[src/rtl/jcb_pkg.sv]
package jcb_pkg;
  typedef enum logic [2:0] {
    PH_IDLE,
    PH_CMD,
    PH_ADDR,
    PH_WDATA,
    PH_RWAIT,
    PH_RDATA
  } jcb_phase_e;

  typedef enum logic [1:0] {
    ERR_NONE    = 2'b00,
    ERR_PARTIAL = 2'b01,
    ERR_ABORT   = 2'b10,
    ERR_TIMEOUT = 2'b11
  } jcb_err_e;
endpackage

[src/rtl/jcb_wr_path.sv]
module jcb_wr_path #(
  parameter int AW = 22,
  parameter int DW = 32
) (
  input  logic          clk,
  input  logic          rst,
  input  logic          start,
  input  logic [AW-1:0] base,
  input  logic          bit_en,
  input  logic          tdi,
  output logic          bus_wr,
  output logic [AW-1:0] bus_waddr,
  output logic [DW-1:0] bus_wdata,
  output logic          partial
);
  localparam int CW = $clog2(DW);

  logic [DW-1:0] sh;
  logic [CW-1:0] cnt;
  logic [AW-1:0] nxt_addr;
  logic [DW-1:0] word_next;

  assign word_next = {tdi, sh[DW-1:1]};
  assign partial   = (cnt != '0);

  always_ff @(posedge clk) begin
    if (rst) begin
      sh        <= '0;
      cnt       <= '0;
      nxt_addr  <= '0;
      bus_wr    <= 1'b0;
      bus_waddr <= '0;
      bus_wdata <= '0;
    end else begin
      bus_wr <= 1'b0;
      if (start) begin
        cnt      <= '0;
        nxt_addr <= base;
      end else if (bit_en) begin
        sh <= word_next;
        if (cnt == CW'(DW - 1)) begin
          cnt       <= '0;
          bus_wr    <= 1'b1;
          bus_wdata <= word_next;
          bus_waddr <= nxt_addr;
          nxt_addr  <= nxt_addr + 1'b1;
        end else begin
          cnt <= cnt + 1'b1;
        end
      end
    end
  end

  p_wr_single_r3: assert property (@(posedge clk) disable iff (rst)
    bus_wr |=> !bus_wr);
  p_wr_after_bit_r3: assert property (@(posedge clk) disable iff (rst)
    bus_wr |-> $past(bit_en));
  p_wr_step_r4: assert property (@(posedge clk) disable iff (rst)
    (bus_wr && !start && !bit_en) |=> !bus_wr);
endmodule

[src/rtl/jcb_rd_path.sv]
module jcb_rd_path #(
  parameter int AW = 22,
  parameter int DW = 32
) (
  input  logic          clk,
  input  logic          rst,
  input  logic          cancel,
  input  logic          req,
  input  logic [AW-1:0] addr_in,
  input  logic          load,
  input  logic          shift_en,
  input  logic          bus_ready,
  input  logic [DW-1:0] bus_rdata,
  output logic          bus_rd,
  output logic [AW-1:0] bus_raddr,
  output logic          tdo_bit,
  output logic          timeout
);
  logic          pend;
  logic          valid;
  logic [DW-1:0] hold;
  logic [DW-1:0] sh;

  assign tdo_bit = sh[0];

  always_ff @(posedge clk) begin
    if (rst) begin
      pend      <= 1'b0;
      valid     <= 1'b0;
      hold      <= '0;
      sh        <= '0;
      bus_rd    <= 1'b0;
      bus_raddr <= '0;
      timeout   <= 1'b0;
    end else begin
      bus_rd  <= req;
      timeout <= 1'b0;
      if (cancel) begin
        pend  <= 1'b0;
        valid <= 1'b0;
        sh    <= '0;
      end else begin
        if (req) begin
          bus_raddr <= addr_in;
          pend      <= 1'b1;
          valid     <= 1'b0;
        end else if (pend && bus_ready) begin
          hold  <= bus_rdata;
          valid <= 1'b1;
          pend  <= 1'b0;
        end
        if (load) begin
          if (valid) begin
            sh <= hold;
          end else if (pend && bus_ready) begin
            sh <= bus_rdata;
          end else begin
            sh      <= '0;
            timeout <= 1'b1;
          end
          valid <= 1'b0;
          pend  <= 1'b0;
        end else if (shift_en) begin
          sh <= {1'b0, sh[DW-1:1]};
        end
      end
    end
  end

  p_rd_single_r7: assert property (@(posedge clk) disable iff (rst)
    bus_rd |=> !bus_rd);
  p_timeout_zero_r11: assert property (@(posedge clk) disable iff (rst)
    timeout |-> !tdo_bit);
endmodule

[src/rtl/jcb_err_sticky.sv]
module jcb_err_sticky
  import jcb_pkg::*;
(
  input  logic       clk,
  input  logic       rst,
  input  logic       clr,
  input  logic       ev_partial,
  input  logic       ev_abort,
  input  logic       ev_timeout,
  output logic       err_flag,
  output logic [1:0] err_code
);
  jcb_err_e code_q;

  assign err_code = code_q;

  always_ff @(posedge clk) begin
    if (rst || clr) begin
      err_flag <= 1'b0;
      code_q   <= ERR_NONE;
    end else if (!err_flag) begin
      if (ev_partial) begin
        err_flag <= 1'b1;
        code_q   <= ERR_PARTIAL;
      end else if (ev_abort) begin
        err_flag <= 1'b1;
        code_q   <= ERR_ABORT;
      end else if (ev_timeout) begin
        err_flag <= 1'b1;
        code_q   <= ERR_TIMEOUT;
      end
    end
  end

  p_sticky_r12: assert property (@(posedge clk) disable iff (rst)
    (err_flag && !clr) |=> (err_flag && $stable(err_code)));
  p_clear_r12: assert property (@(posedge clk) disable iff (rst)
    clr |=> (!err_flag && err_code == 2'b00));
endmodule

[src/rtl/jtag_cfg_bridge.sv]
module jtag_cfg_bridge
  import jcb_pkg::*;
#(
  parameter int AW = 22,
  parameter int DW = 32
) (
  input  logic          clk,
  input  logic          rst,
  input  logic          tlr,
  input  logic          st_capture,
  input  logic          st_shift,
  input  logic          st_exit1,
  input  logic          st_pause,
  input  logic          st_exit2,
  input  logic          st_update,
  input  logic          tdi,
  input  logic          err_clr,
  output logic          tdo,
  output logic          tdo_oe,
  output logic [AW-1:0] bus_addr,
  output logic [DW-1:0] bus_wdata,
  output logic          bus_wr,
  output logic          bus_rd,
  input  logic [DW-1:0] bus_rdata,
  input  logic          bus_ready,
  output logic          err_flag,
  output logic [1:0]    err_code
);
  localparam int ACW = (AW > 1) ? $clog2(AW) : 1;

  jcb_phase_e    phase;
  logic          cmd_rd;
  logic [ACW-1:0] acnt;
  logic [AW-1:0] addr_sh;
  logic [AW-1:0] addr_next;
  logic          addr_last;
  logic          wr_start, wr_bit, wr_partial;
  logic          rd_req, rd_load, rd_shift, rd_cancel, rd_bit, rd_timeout;
  logic [AW-1:0] waddr, raddr;

  generate
    if (AW == 1) begin : g_addr_one
      assign addr_next = tdi;
    end else begin : g_addr_many
      assign addr_next = {tdi, addr_sh[AW-1:1]};
    end
  endgenerate

  assign addr_last = st_shift && (phase == PH_ADDR) && (acnt == ACW'(AW - 1));
  assign wr_start  = addr_last && !cmd_rd;
  assign rd_req    = addr_last && cmd_rd;
  assign wr_bit    = st_shift && (phase == PH_WDATA);
  assign rd_load   = st_exit2 && (phase == PH_RWAIT);
  assign rd_shift  = st_shift && (phase == PH_RDATA);
  assign rd_cancel = st_capture || tlr;

  always_ff @(posedge clk) begin
    if (rst || tlr) begin
      phase   <= PH_IDLE;
      cmd_rd  <= 1'b0;
      acnt    <= '0;
      addr_sh <= '0;
    end else if (st_capture) begin
      phase <= PH_CMD;
    end else if (st_update) begin
      phase <= PH_IDLE;
    end else if (st_shift) begin
      case (phase)
        PH_CMD: begin
          cmd_rd <= tdi;
          acnt   <= '0;
          phase  <= PH_ADDR;
        end
        PH_ADDR: begin
          addr_sh <= addr_next;
          if (acnt == ACW'(AW - 1)) begin
            phase <= cmd_rd ? PH_RWAIT : PH_WDATA;
          end else begin
            acnt <= acnt + 1'b1;
          end
        end
        default: ;
      endcase
    end else if (rd_load) begin
      phase <= PH_RDATA;
    end
  end

  jcb_wr_path #(.AW(AW), .DW(DW)) u_wr (
    .clk(clk), .rst(rst), .start(wr_start), .base(addr_next),
    .bit_en(wr_bit), .tdi(tdi), .bus_wr(bus_wr), .bus_waddr(waddr),
    .bus_wdata(bus_wdata), .partial(wr_partial)
  );

  jcb_rd_path #(.AW(AW), .DW(DW)) u_rd (
    .clk(clk), .rst(rst), .cancel(rd_cancel), .req(rd_req),
    .addr_in(addr_next), .load(rd_load), .shift_en(rd_shift),
    .bus_ready(bus_ready), .bus_rdata(bus_rdata), .bus_rd(bus_rd),
    .bus_raddr(raddr), .tdo_bit(rd_bit), .timeout(rd_timeout)
  );

  jcb_err_sticky u_err (
    .clk(clk), .rst(rst), .clr(err_clr || tlr),
    .ev_partial(st_update && (phase == PH_WDATA) && wr_partial),
    .ev_abort(st_update && (phase == PH_ADDR)),
    .ev_timeout(rd_timeout),
    .err_flag(err_flag), .err_code(err_code)
  );

  assign bus_addr = bus_wr ? waddr : raddr;
  assign tdo      = (phase == PH_RDATA) && rd_bit;
  assign tdo_oe   = st_shift;

  p_write_quiet_r5: assert property (@(posedge clk) disable iff (rst)
    (phase == PH_WDATA || (phase == PH_CMD && !cmd_rd)) |-> !tdo);
  p_oe_idle_r6: assert property (@(posedge clk) disable iff (rst)
    (st_exit1 || st_pause || st_exit2) |-> !tdo_oe);
  p_one_state_r6: assert property (@(posedge clk) disable iff (rst)
    $onehot0({st_capture, st_shift, st_exit1, st_pause, st_exit2, st_update}));
  p_bus_excl_r7: assert property (@(posedge clk) disable iff (rst)
    !(bus_wr && bus_rd));
  p_abort_code_r10: assert property (@(posedge clk) disable iff (rst)
    (st_update && phase == PH_ADDR && !err_flag && !err_clr && !tlr)
      |=> (err_code == 2'b10));
  p_partial_code_r9: assert property (@(posedge clk) disable iff (rst)
    (st_update && phase == PH_WDATA && wr_partial && !err_flag && !err_clr && !tlr)
      |=> (err_code == 2'b01));
endmodule

[config.mk]
export PLATFORM = sky130hd
export DESIGN_NAME = jtag_cfg_bridge
export DESIGN_NICKNAME = d
export VERILOG_FILES = /design/src/rtl/jcb_pkg.sv /design/src/rtl/jcb_wr_path.sv /design/src/rtl/jcb_rd_path.sv /design/src/rtl/jcb_err_sticky.sv /design/src/rtl/jtag_cfg_bridge.sv
export SDC_FILE = /design/constraint.sdc
export NUM_CORES = 1
export LEC_CHECK = 0
export CAP_MARGIN = 20
export CORE_MARGIN = 2
export CORE_UTILIZATION = 50
export CTS_CLUSTER_SIZE = 8
export DETAILED_ROUTE_END_ITERATION = 10
export GPL_TIMING_DRIVEN = 0
export PLACE_DENSITY = 0.72
export SLEW_MARGIN = 20
export SYNTH_ARGS = -nofsm -noshare
export SYNTH_HDL_FRONTEND = slang
export SYNTH_SLANG_ARGS = --single-unit
[constraint.sdc]
create_clock -name clk -period 2.69 [get_ports clk]
set_input_delay 0.538 -clock clk [delete_from_list [all_inputs] [get_ports clk]]
set_output_delay 0.538 -clock clk [all_outputs]
set_load 0.02 [all_outputs]
# Word level (Yosys, flattened, before mapping)
# Cells that the tools add are included.
# totals
input_bits	44
reg_bits	238
elab_cells	116
# classes
reduce_logical	44
muxes	29
n_bitwise	8
n_addsub	3
eq_ne	12
# op_table
operator	n
32-bit 2-to-1 mux	4
22-bit 2-to-1 mux	4
22-bit by 1-bit adder with 22-bit output (second input constant)	1
1-bit logical AND	12
3-bit 2-to-1 mux	4
3-bit AND reduction	4
2-bit nonzero test	6
5-bit by 1-bit adder with 5-bit output (second input constant)	2
5-bit equality test (second input constant)	2
1-bit 2-to-1 mux	10
5-bit 2-to-1 mux	2
5-bit one-hot mux with 2 select lines	1
3-bit OR reduction	3
1-bit NOT	8
2-bit AND reduction	4
4-bit AND reduction	2
4-bit OR reduction	2
3-bit by 2-bit equality test with 1-bit output (second input constant)	2
3-bit equality test (second input constant)	2
2-bit 2-to-1 mux	3
3-bit one-hot mux with 2 select lines	1
5-bit by 2-bit inequality test with 1-bit output (second input constant)	1
5-bit by 4-bit inequality test with 1-bit output (second input constant)	1
5-bit AND reduction	1
other kinds (10)	14

# Longest topological paths before layout
# Gate-level depths: netlist of the first run.
# logic_depth
word_depth	6
mapped_depth	9

# Modules after synthesis
# A second synthesis of the first run with hierarchy kept.
# unflattened
cells_unflattened	1245
hier_area_um2	10329.9
# modules_own_cells
module	area_per_inst_um2	seq_area_each_um2	cells_per_inst	instances
jcb_wr_path	4550.6	2262.2	576	1
jcb_rd_path	4057.6	1801.7	468	1
jtag_cfg_bridge	1584.0	600.6	188	1
jcb_err_sticky	137.6	60.1	13	1

# Worst setup path after synthesis of the first run
# No wires, ideal clock.
# synth_timing
path_kind	input port to flip-flop
from	in st_shift
to	reg u_wr.nxt_addr[8]
setup_time_ps	74
stages	6
slack_ps	652
arrival_time_ps	1963
t_required_ps	2616
cell_sequence	clkbuf_1 -> and4b_1 -> buf_2 -> nand2_1 -> or4b_2 -> a31oi_1
# synth_via
elab_chain_len	5
elab_cells_between_ends	8
cone_classes	1 x mux; 7 x reduce/logical
# synth_lines
element	line	source
start: declaration	jtag_cfg_bridge.sv:11	input logic st_shift,
1-bit logical AND (2 in series)	jtag_cfg_bridge.sv:49	assign addr_last = st_shift && (phase == PH_ADDR) && (acnt == ACW'(AW - 1));
1-bit logical AND	jtag_cfg_bridge.sv:50	assign wr_start = addr_last && !cmd_rd;
2-bit nonzero test (no source line)	n/a	
2-bit AND reduction (no source line)	n/a	
end signal: assignment	jcb_wr_path.sv:38	nxt_addr <= base;
end signal: assignment	jcb_wr_path.sv:46	nxt_addr <= nxt_addr + 1'b1;
end: declaration	jcb_wr_path.sv:20	logic [AW-1:0] nxt_addr;
# Parallel ways exist; a longest one is shown, timed or not.
# A chain may end at the register's enable or synchronous reset.

# Worst setup path after layout of the first run
# layout_timing
from	reg u_wr.bus_wr
to	out bus_addr[17]
# layout_via
elab_chain_len	1
# layout_lines
element	line	source
start: declaration	jcb_wr_path.sv:11	output logic bus_wr,
start signal: assignment	jcb_wr_path.sv:31	bus_wr <= 1'b0;
start signal: assignment	jcb_wr_path.sv:35	bus_wr <= 1'b0;
start signal: assignment	jcb_wr_path.sv:43	bus_wr <= 1'b1;
22-bit 2-to-1 mux	jtag_cfg_bridge.sv:110	assign bus_addr = bus_wr ? waddr : raddr;
end: declaration	jtag_cfg_bridge.sv:20	output logic [AW-1:0] bus_addr,
# No other way between the ends.

==> results of run 1 <==
[stage by stage]
step                      hold WS, ps  cell area [sq um]  cells
final                             447              12100   1629
after global routing              467              12100   1629
after CTS                         448              12100   1629
after detailed placement          437              11200   1590
after global placement            428              11200   1590
after floorplan                   417               9820   1225
[final timing paths]
path	startpoint	end	slack, ps
worst max-delay path	u_wr.bus_wr	bus_addr[17]	80
worst max register to register	acnt[0]	u_rd.hold[26]	230
worst min-delay path	u_rd.sh[6]	u_rd.sh[6]	450
worst min register to register	u_rd.sh[6]	u_rd.sh[6]	450
[metal layers]
layer  routed length (microns)  part of all wire [%]  track usage [%]
met4                       670                   2.6             8.79
met1                     11100                    43             32.0
met5                         0                     0                0
met2                     12400                    48             42.1
met3                      1810                   6.9             4.50
[final cells by class]
cell class	count	area (sq um)	share of cell area (%)
timing repair buffer	100	1000	8.25
inverter	15	56.3	0.464
clock buffer	36	901	7.43
clock inverter	3	55.1	0.454
multi-input combinational	871	4630	38.2
sequential	236	4730	39.0
tap	265	332	2.73
buffer	103	425	3.51
[where the power goes]
group	leakage, nW	total, mW	internal [mW]	switching (mW)
Combinational	1.51	0.173	0.0698	0.103
Sequential	1.90	3.50	3.50	0.000701
Clock	0.469	3.92	2.45	1.48
Total	3.88	7.60	6.02	1.58
[worst max-delay path, delay by kind of cell, from the launching register on]
kind	cells	cell delay, ps
buffers and inverters	2	760
flip-flops	1	430
multiplexers	1	370
[cell families (layout without fill, tap and decap cells)]
| group | count (synthesis) | in the layout |
|---|---|---|
| XOR/XNOR | 5 | 5 |
| adder cells (fa/ha/maj) | 6 | 6 |
| multiplexers | 24 | 24 |
| AND/OR/NAND/NOR | 493 | 493 |
| flip-flops | 236 | 236 |
| AO/OA/AOI/OAI | 343 | 343 |
| buffers and inverters | 118 | 257 |
[what timing repair did]
action,CTS,global route
endpoints found under the setup margin,70,44
pin swaps,0,0
gates resized for setup,9,9
gates cloned,0,0
buffers inserted,0,0
[cell usage after synthesis, types with 3 or more instances]
| cell | n |
|---|---|
| sky130_fd_sc_hd__a21oi_1 | 175 |
| sky130_fd_sc_hd__a221o_1 | 31 |
| sky130_fd_sc_hd__a22oi_1 | 3 |
| sky130_fd_sc_hd__a31oi_1 | 21 |
| sky130_fd_sc_hd__and3_1 | 8 |
| sky130_fd_sc_hd__and4_1 | 6 |
| sky130_fd_sc_hd__buf_1 | 7 |
| sky130_fd_sc_hd__buf_2 | 14 |
| sky130_fd_sc_hd__clkbuf_1 | 80 |
| sky130_fd_sc_hd__dfxtp_1 | 236 |
| sky130_fd_sc_hd__ha_1 | 6 |
| sky130_fd_sc_hd__inv_1 | 15 |
| sky130_fd_sc_hd__mux2_2 | 22 |
| sky130_fd_sc_hd__nand2_1 | 375 |
| sky130_fd_sc_hd__nand3_1 | 11 |
| sky130_fd_sc_hd__nand4_1 | 12 |
| sky130_fd_sc_hd__nand4b_1 | 4 |
| sky130_fd_sc_hd__nor2_1 | 17 |
| sky130_fd_sc_hd__nor2b_1 | 4 |
| sky130_fd_sc_hd__nor3_1 | 11 |
| sky130_fd_sc_hd__nor4_1 | 6 |
| sky130_fd_sc_hd__o211ai_1 | 7 |
| sky130_fd_sc_hd__o21ai_0 | 73 |
| sky130_fd_sc_hd__o311ai_0 | 4 |
| sky130_fd_sc_hd__o31ai_1 | 4 |
| sky130_fd_sc_hd__or3_1 | 3 |
| sky130_fd_sc_hd__or4_1 | 11 |
| sky130_fd_sc_hd__xor2_1 | 4 |
[flip-flops by register name, indices dropped and copies added (netlist names), 2 cells and up]
signal	count
u_wr.sh	31
u_rd.bus_raddr	22
phase	3
u_rd.sh	32
u_err.err_code	2
addr_sh	21
u_wr.cnt	5
u_wr.bus_waddr	22
u_rd.hold	32
u_wr.nxt_addr	22
u_wr.bus_wdata	32
acnt	5
==> impl_results.html, run 1 <==
<table>
<tr><th>Metric</th><th>Value</th></tr>
<tr><th colspan="2">CTS</th></tr>
<tr><td>Total clock sinks</td><td>between 200 and 250</td></tr>
<tr><td>CTS buffer count</td><td>35</td></tr>
<tr><td>Level count of the clock H-tree</td><td>2</td></tr>
<tr><td>Insertion delay of the later-clocked pin in the worst-skew pair</td><td>between 500 and 600 ps</td></tr>
<tr><td>Buffer type at the clock tree root</td><td>sky130_fd_sc_hd__clkbuf_16</td></tr>
<tr><td>Reg clk slew, reported paths</td><td>50 ps</td></tr>
<tr><td>Max clock buf depth</td><td>3</td></tr>
<tr><td>CTS tree</td><td>built</td></tr>
<tr><td>CTS Hold Bufs</td><td>0</td></tr>
<tr><th colspan="2">Synth</th></tr>
<tr><td>Adder-cell share of the synthesized area</td><td>0.765%</td></tr>
<tr><td>Number of synthesized flops with an enable pin</td><td>0</td></tr>
<tr><td>Most used flip-flop cell after synthesis</td><td>sky130_fd_sc_hd__dfxtp_1</td></tr>
<tr><td>Share of the yosys chip area belonging to registers</td><td>48.1%</td></tr>
<tr><td>Multiplexer fraction of the synthesized cell area</td><td>under 10%</td></tr>
<tr><td>Count of state elements after synthesis</td><td>236</td></tr>
<tr><td>Area share of the leading cell type in the synthesized netlist</td><td>about half</td></tr>
<tr><td>Parity-gate share of the synthesized area counting xor and xnor cells</td><td>0.446%</td></tr>
<tr><td>Syn Std Cell Area</td><td>9820 sq um</td></tr>
<tr><td>Area share of and/or/nand/nor cells after synthesis</td><td>22.4%</td></tr>
<tr><td>Fraction of the mapped netlist area in compound gates</td><td>20.8%</td></tr>
<tr><td>Total of warnings raised by yosys</td><td>0</td></tr>
<tr><td>Per-instance average area after synthesis</td><td>8.02 sq um</td></tr>
<tr><td>Combinational family with the most area after synthesis</td><td>simple AND/OR/NAND/NOR gates</td></tr>
<tr><td>Async set or reset register ratio after synthesis</td><td>0%</td></tr>
<tr><td>Cell type contributing the most total cell area after synthesis</td><td>sky130_fd_sc_hd__dfxtp_1</td></tr>
<tr><td>Number of nets produced by synthesis</td><td>1275</td></tr>
<tr><td>Synthesized netlist cell count</td><td>1225</td></tr>
<tr><td>Count of different cell masters after synthesis</td><td>67</td></tr>
<tr><td>Dominant cells by area after synthesis</td><td>sky130_fd_sc_hd__dfxtp_1, sky130_fd_sc_hd__nand2_1, sky130_fd_sc_hd__a21oi_1</td></tr>
<tr><th colspan="2">Route</th></tr>
<tr><td>Count of unresolved DRC violations after routing</td><td>0</td></tr>
<tr><td>Vias per cell</td><td>5.63</td></tr>
<tr><td>1st-iter DRT viols</td><td>between 600 and 700</td></tr>
<tr><td>First-pass iteration count of the detailed router</td><td>7</td></tr>
<tr><td>Routed length per placed instance</td><td>16.0 microns</td></tr>
<tr><td>Vias</td><td>9174</td></tr>
<tr><td>Count of nets left with antenna violations after detail routing</td><td>0</td></tr>
<tr><td>Sum of routed wire length over all layers</td><td>26.0 mm</td></tr>
<tr><th colspan="2">Setup path</th></tr>
<tr><td>Arrival time reported for the critical path endpoint</td><td>2070 ps</td></tr>
<tr><td>Reg2reg path depth</td><td>6</td></tr>
<tr><td>Crit path kind</td><td>flop to output port</td></tr>
<tr><td>Biggest cell delay along the critical path</td><td>540 ps</td></tr>
<tr><td>Data required time of the worst path</td><td>2150 ps</td></tr>
<tr><td>Setup crit start kind</td><td>flop</td></tr>
<tr><td>Cell chain of the critical path</td><td>buf_4, mux2_2, clkdlybuf4s50_1</td></tr>
<tr><td>Slowest stage cell, crit path</td><td>sky130_fd_sc_hd__clkdlybuf4s50_1</td></tr>
<tr><td>Critical path capture point type</td><td>output port</td></tr>
<tr><td>Largest fanout on the critical path</td><td>10</td></tr>
<tr><th colspan="2">Timing</th></tr>
<tr><td>Achievable clock frequency</td><td>384 MHz</td></tr>
<tr><td>Worst slew slack as a fraction of its limit</td><td>around half</td></tr>
<tr><td>Post-route clock period utilization</td><td>96.9%</td></tr>
<tr><td>Final hold violation count</td><td>0</td></tr>
<tr><td>Fin crit period</td><td>2610 ps</td></tr>
<tr><td>Clock skew after layout</td><td>11.4 ps</td></tr>
<tr><td>Number of max-slew violations in the final report</td><td>0</td></tr>
<tr><td>Slack of the critical path</td><td>between 80 and 90 ps</td></tr>
<tr><td>Worst Max-Slew Pin Slew</td><td>770 ps</td></tr>
<tr><td>Final Setup Violations</td><td>0</td></tr>
<tr><td>Setup repair after global routing missed its margin</td><td>no</td></tr>
<tr><td>Final TNS setup</td><td>0 ps</td></tr>
<tr><th colspan="2">Floorplan</th></tr>
<tr><td>Horizontal die dimension</td><td>144 microns</td></tr>
<tr><td>Y dimension of the die</td><td>144 microns</td></tr>
<tr><td>Core area</td><td>19400 sq um</td></tr>
<tr><td>Area of the die</td><td>20800 sq um</td></tr>
<tr><td>Total number of placement rows</td><td>51</td></tr>
<tr><td>Initial Util</td><td>50.6%</td></tr>
<tr><td>Top-level I/O count</td><td>105</td></tr>
<tr><th colspan="2">Cells and area</th></tr>
<tr><td>Number of nets in the final layout</td><td>between 1000 and 1500</td></tr>
<tr><td>Number of antenna cells inserted</td><td>0</td></tr>
<tr><td>Leading cell types in the layout, fill and taps excluded</td><td>sky130_fd_sc_hd__nand2_1, sky130_fd_sc_hd__dfxtp_1, sky130_fd_sc_hd__a21oi_1, sky130_fd_sc_hd__clkdlybuf4s50_1, sky130_fd_sc_hd__clkbuf_1</td></tr>
<tr><td>Final Core Density</td><td>between 60% and 70%</td></tr>
<tr><td>Share of layout cells above drive strength 1</td><td>under 10%</td></tr>
<tr><td>P&amp;R area growth vs syn</td><td>23.5%</td></tr>
<tr><td>Filler cell count in the final layout</td><td>1802</td></tr>
<tr><td>Most frequent standard cell in the layout excluding fill and tap cells</td><td>sky130_fd_sc_hd__nand2_1</td></tr>
<tr><th colspan="2">Run</th></tr>
<tr><td>Max-cap violations</td><td>0</td></tr>
<tr><th colspan="2">Global routing</th></tr>
<tr><td>Sum of overflow across all layers after global routing</td><td>0</td></tr>
<tr><td>Number of global-route vias before repair</td><td>8459</td></tr>
<tr><td>Number of antenna violations at the first check in global routing</td><td>0</td></tr>
<tr><td>First-pass GRT wire length</td><td>41.9 mm</td></tr>
<tr><td>Aggregate global-route resource usage</td><td>24.9%</td></tr>
<tr><td>Pin count of the biggest net entering global routing</td><td>11</td></tr>
<tr><th colspan="2">Place</th></tr>
<tr><td>Post-DP HPWL</td><td>about 18 mm</td></tr>
<tr><td>IO Port Bufs</td><td>100</td></tr>
<tr><td>Final weighted congestion in routability-driven placement</td><td>0.910</td></tr>
<tr><td>Minimum setup slack after placement</td><td>-237 ps</td></tr>
<tr><th colspan="2">Pwr</th></tr>
<tr><td>Leakage power of the design</td><td>3.88 nW</td></tr>
<tr><td>Final Total Pwr</td><td>about 7.6 mW</td></tr>
<tr><td>Pwr/cell area</td><td>between 600 and 700 nW/um^2</td></tr>
<tr><td>Largest voltage drop on the vdd net</td><td>605 uV</td></tr>
<tr><th colspan="2">Worst hold path</th></tr>
<tr><td>Worst Hold Depth</td><td>2</td></tr>
<tr><td>Min-Delay Path Class</td><td>flop to flop</td></tr>
<tr><th colspan="2">Outcome</th></tr>
<tr><td>Status</td><td>completed</td></tr>
</table>
(Power assumes the default switching activity.)
==> run 2, diff against run 1 <==
- CTS_CLUSTER_DIAMETER: not set -> 120
- SLEW_MARGIN: 20 -> not set
==> results of run 2 <==
Same layout as run 1: the final DEF is identical, and so are final timing and power.
==> run 3, diff against run 2 <==
- CORE_UTILIZATION: 50 -> 30
- PLACE_DENSITY: 0.72 -> not set
==> run 3 against run 2 <==
Routed wire length rose by 7.4%. Largest cell class unchanged. Worst hold slack worse by 4.7 ps. Via count up 0.32%. Largest power group unchanged. Sequential cell count stayed put.
==> impl_results.html, run 3 (synthesis results as in run 1) <==
<table>
<tr><th>Metric</th><th>Value</th></tr>
<tr><th colspan="2">Worst hold path</th></tr>
<tr><td>Min-Delay Path Class</td><td>flop to flop</td></tr>
<tr><th colspan="2">Route</th></tr>
<tr><td>Routed length per placed instance</td><td>15.5 microns</td></tr>
<tr><td>1st-iter DRT viols</td><td>587</td></tr>
<tr><td>Count of nets left with antenna violations after detail routing</td><td>0</td></tr>
<tr><td>First-pass iteration count of the detailed router</td><td>6</td></tr>
<tr><td>Count of unresolved DRC violations after routing</td><td>0</td></tr>
<tr><td>Sum of routed wire length over all layers</td><td>28.0 mm</td></tr>
<tr><td>Vias</td><td>9203</td></tr>
<tr><td>Vias per cell</td><td>5.10</td></tr>
<tr><th colspan="2">Setup path</th></tr>
<tr><td>Largest fanout on the critical path</td><td>10</td></tr>
<tr><td>Data required time of the worst path</td><td>2150 ps</td></tr>
<tr><td>Critical path capture point type</td><td>output port</td></tr>
<tr><td>Worst path buffer plus inverter count</td><td>2</td></tr>
<tr><td>Crit path kind</td><td>flop to output port</td></tr>
<tr><td>Kind of cell with the highest combined delay on the critical path</td><td>buffers and inverters</td></tr>
<tr><td>Biggest cell delay along the critical path</td><td>540 ps</td></tr>
<tr><td>Slowest stage cell, crit path</td><td>sky130_fd_sc_hd__clkdlybuf4s50_1</td></tr>
<tr><td>Cell chain of the critical path</td><td>buf_6, mux2_2, clkdlybuf4s50_1</td></tr>
<tr><td>Setup crit start kind</td><td>flop</td></tr>
<tr><td>Arrival time reported for the critical path endpoint</td><td>2100 ps</td></tr>
<tr><th colspan="2">Global routing</th></tr>
<tr><td>Aggregate global-route resource usage</td><td>16.3%</td></tr>
<tr><td>Sum of overflow across all layers after global routing</td><td>0</td></tr>
<tr><td>Number of antenna violations at the first check in global routing</td><td>1</td></tr>
<tr><td>First-pass GRT wire length</td><td>45.4 mm</td></tr>
<tr><td>Number of global-route vias before repair</td><td>8657</td></tr>
<tr><td>Pin count of the biggest net entering global routing</td><td>11</td></tr>
<tr><th colspan="2">Timing</th></tr>
<tr><td>Achievable clock frequency</td><td>between 300 and 400 MHz</td></tr>
<tr><td>Fin crit period</td><td>roughly 2600 ps</td></tr>
<tr><td>Setup repair after global routing missed its margin</td><td>no</td></tr>
<tr><td>Worst slew slack as a fraction of its limit</td><td>a little over two fifths</td></tr>
<tr><td>Post-route clock period utilization</td><td>98.1%</td></tr>
<tr><td>Final Setup Violations</td><td>0</td></tr>
<tr><td>Clock skew after layout</td><td>26.0 ps</td></tr>
<tr><td>Worst Max-Slew Pin Slew</td><td>844 ps</td></tr>
<tr><td>Number of max-slew violations in the final report</td><td>0</td></tr>
<tr><td>Final hold violation count</td><td>0</td></tr>
<tr><th colspan="2">Cells and area</th></tr>
<tr><td>Number of antenna cells inserted</td><td>0</td></tr>
<tr><td>Most frequent standard cell in the layout excluding fill and tap cells</td><td>sky130_fd_sc_hd__nand2_1</td></tr>
<tr><td>Number of standard cells in the layout, taps in and fillers out</td><td>1806</td></tr>
<tr><td>Share of layout cells above drive strength 1</td><td>7.48%</td></tr>
<tr><td>Largest regs</td><td>u_rd.hold: 32 flops, u_rd.sh: 32 flops, u_wr.bus_wdata: 32 flops</td></tr>
<tr><td>P&amp;R area growth vs syn</td><td>25.9%</td></tr>
<tr><td>Number of nets in the final layout</td><td>1412</td></tr>
<tr><td>Post-route standard cell area excluding fillers</td><td>~12000 sq um</td></tr>
<tr><td>Final Core Density</td><td>a little under two fifths</td></tr>
<tr><td>Leading cell types in the layout, fill and taps excluded</td><td>sky130_fd_sc_hd__nand2_1, sky130_fd_sc_hd__dfxtp_1, sky130_fd_sc_hd__a21oi_1, sky130_fd_sc_hd__clkdlybuf4s50_1, sky130_fd_sc_hd__clkbuf_1</td></tr>
<tr><th colspan="2">CTS</th></tr>
<tr><td>CTS buffer count</td><td>35</td></tr>
<tr><td>Post-CTS Setup Inserts</td><td>0</td></tr>
<tr><td>Buffer type at the clock tree root</td><td>sky130_fd_sc_hd__clkbuf_16</td></tr>
<tr><td>Total clock sinks</td><td>~240</td></tr>
<tr><td>Gates resized, CTS repair</td><td>14</td></tr>
<tr><td>Max clock buf depth</td><td>3</td></tr>
<tr><td>Level count of the clock H-tree</td><td>2</td></tr>
<tr><td>Reg clk slew, reported paths</td><td>around 50 ps</td></tr>
<tr><td>CTS tree</td><td>built</td></tr>
<tr><td>CTS Hold Bufs</td><td>0</td></tr>
<tr><td>Insertion delay of the later-clocked pin in the worst-skew pair</td><td>520 ps</td></tr>
<tr><th colspan="2">Run</th></tr>
<tr><td>Max-cap violations</td><td>0</td></tr>
<tr><th colspan="2">Floorplan</th></tr>
<tr><td>Initial Util</td><td>30.3%</td></tr>
<tr><td>Total number of placement rows</td><td>66</td></tr>
<tr><td>Area of the die</td><td>34200 sq um</td></tr>
<tr><td>Top-level I/O count</td><td>105</td></tr>
<tr><td>Core area</td><td>32400 sq um</td></tr>
<tr><td>Horizontal die dimension</td><td>185 microns</td></tr>
<tr><td>Y dimension of the die</td><td>about 180 microns</td></tr>
<tr><th colspan="2">Place</th></tr>
<tr><td>Final weighted congestion in routability-driven placement</td><td>0.850</td></tr>
<tr><td>Number of placed instances with taps included</td><td>~1800</td></tr>
<tr><td>Cell area after placement</td><td>11400 sq um</td></tr>
<tr><td>Post-DP HPWL</td><td>19.9 mm</td></tr>
<tr><td>IO Port Bufs</td><td>100</td></tr>
<tr><th colspan="2">Pwr</th></tr>
<tr><td>Pwr/cell area</td><td>618 nW/um^2</td></tr>
<tr><td>Leakage power of the design</td><td>3.90 nW</td></tr>
<tr><td>Final Total Pwr</td><td>approximately 7.6 mW</td></tr>
<tr><td>Largest voltage drop on the vdd net</td><td>389 uV</td></tr>
<tr><th colspan="2">Outcome</th></tr>
<tr><td>Status</td><td>completed</td></tr>
</table>
==> run 3: changes by cell type in the layout (fill, tap and decap cells not counted), sizes merged <==
cell / change
clkinv: +1
clkdlybuf4s50: -4
buf: +1
dlygate4sd2: +4
clkbuf: -2
==> run 3: path summary, 6_finish.rpt <==
check / from / to / slack, ps / cells past startpoint
setup / recovery: u_wr.bus_wr / bus_addr[15] / 50 / 3
setup reg to reg: acnt[0] / u_rd.hold[25] / 170 / 6
hold reg to reg: u_rd.sh[0] / u_rd.sh[0] / 440 / 2
hold / removal: u_rd.sh[0] / u_rd.sh[0] / 440 / 2
==> run 3: power breakdown <==
part | leakage, nW | switching [mW] | internal, mW
Combinational | 1.54 | 0.107 | 0.0700
Sequential | 1.90 | 0.000705 | 3.50
Clock | 0.468 | 1.55 | 2.41
Total | 3.90 | 1.66 | 5.98
==> run 3: per-layer routing <==
metal	wire [microns]	track usage [%]	vias to the layer above
met5	13	0	-
met4	644	5.33	2
met3	1760	3.13	53
met2	12900	26.6	285
met1	12600	21.6	4328
li1	-	-	4535
==> run 3: worst min-delay path, delay by kind of cell, from the launching register on <==
family / cells / cell delay (ps)
DFF: 1 / 320
AOI/OAI and AO/OA: 1 / 50
and+or+nand+nor: 1 / 40
==> run 3: layout make-up <==
cell class / instances / area (sq um)
clock inverters: 4 / 85.1
fillers: 3393 / 20000
flip-flops and latches: 236 / 4730
clock buffers: 35 / 876
inverters: 15 / 56.3
repair buffers: 100 / 996
plain buffers: 103 / 435
well taps: 442 / 553
multi-input cells: 871 / 4630
==> run 3: per-stage QoR <==
| step | setup TNS (ps) | setup slack [ps] | hold WS [ps] |
|---|---|---|---|
| floorplan | 0 | 652 | 417 |
| global placement | -26840 | -335 | 430 |
| detailed placement | -31530 | -367 | 438 |
| CTS | 0 | 13.1 | 446 |
| global route | 0 | 1.29 | 468 |
| finish | 0 | 50.0 | 442 |
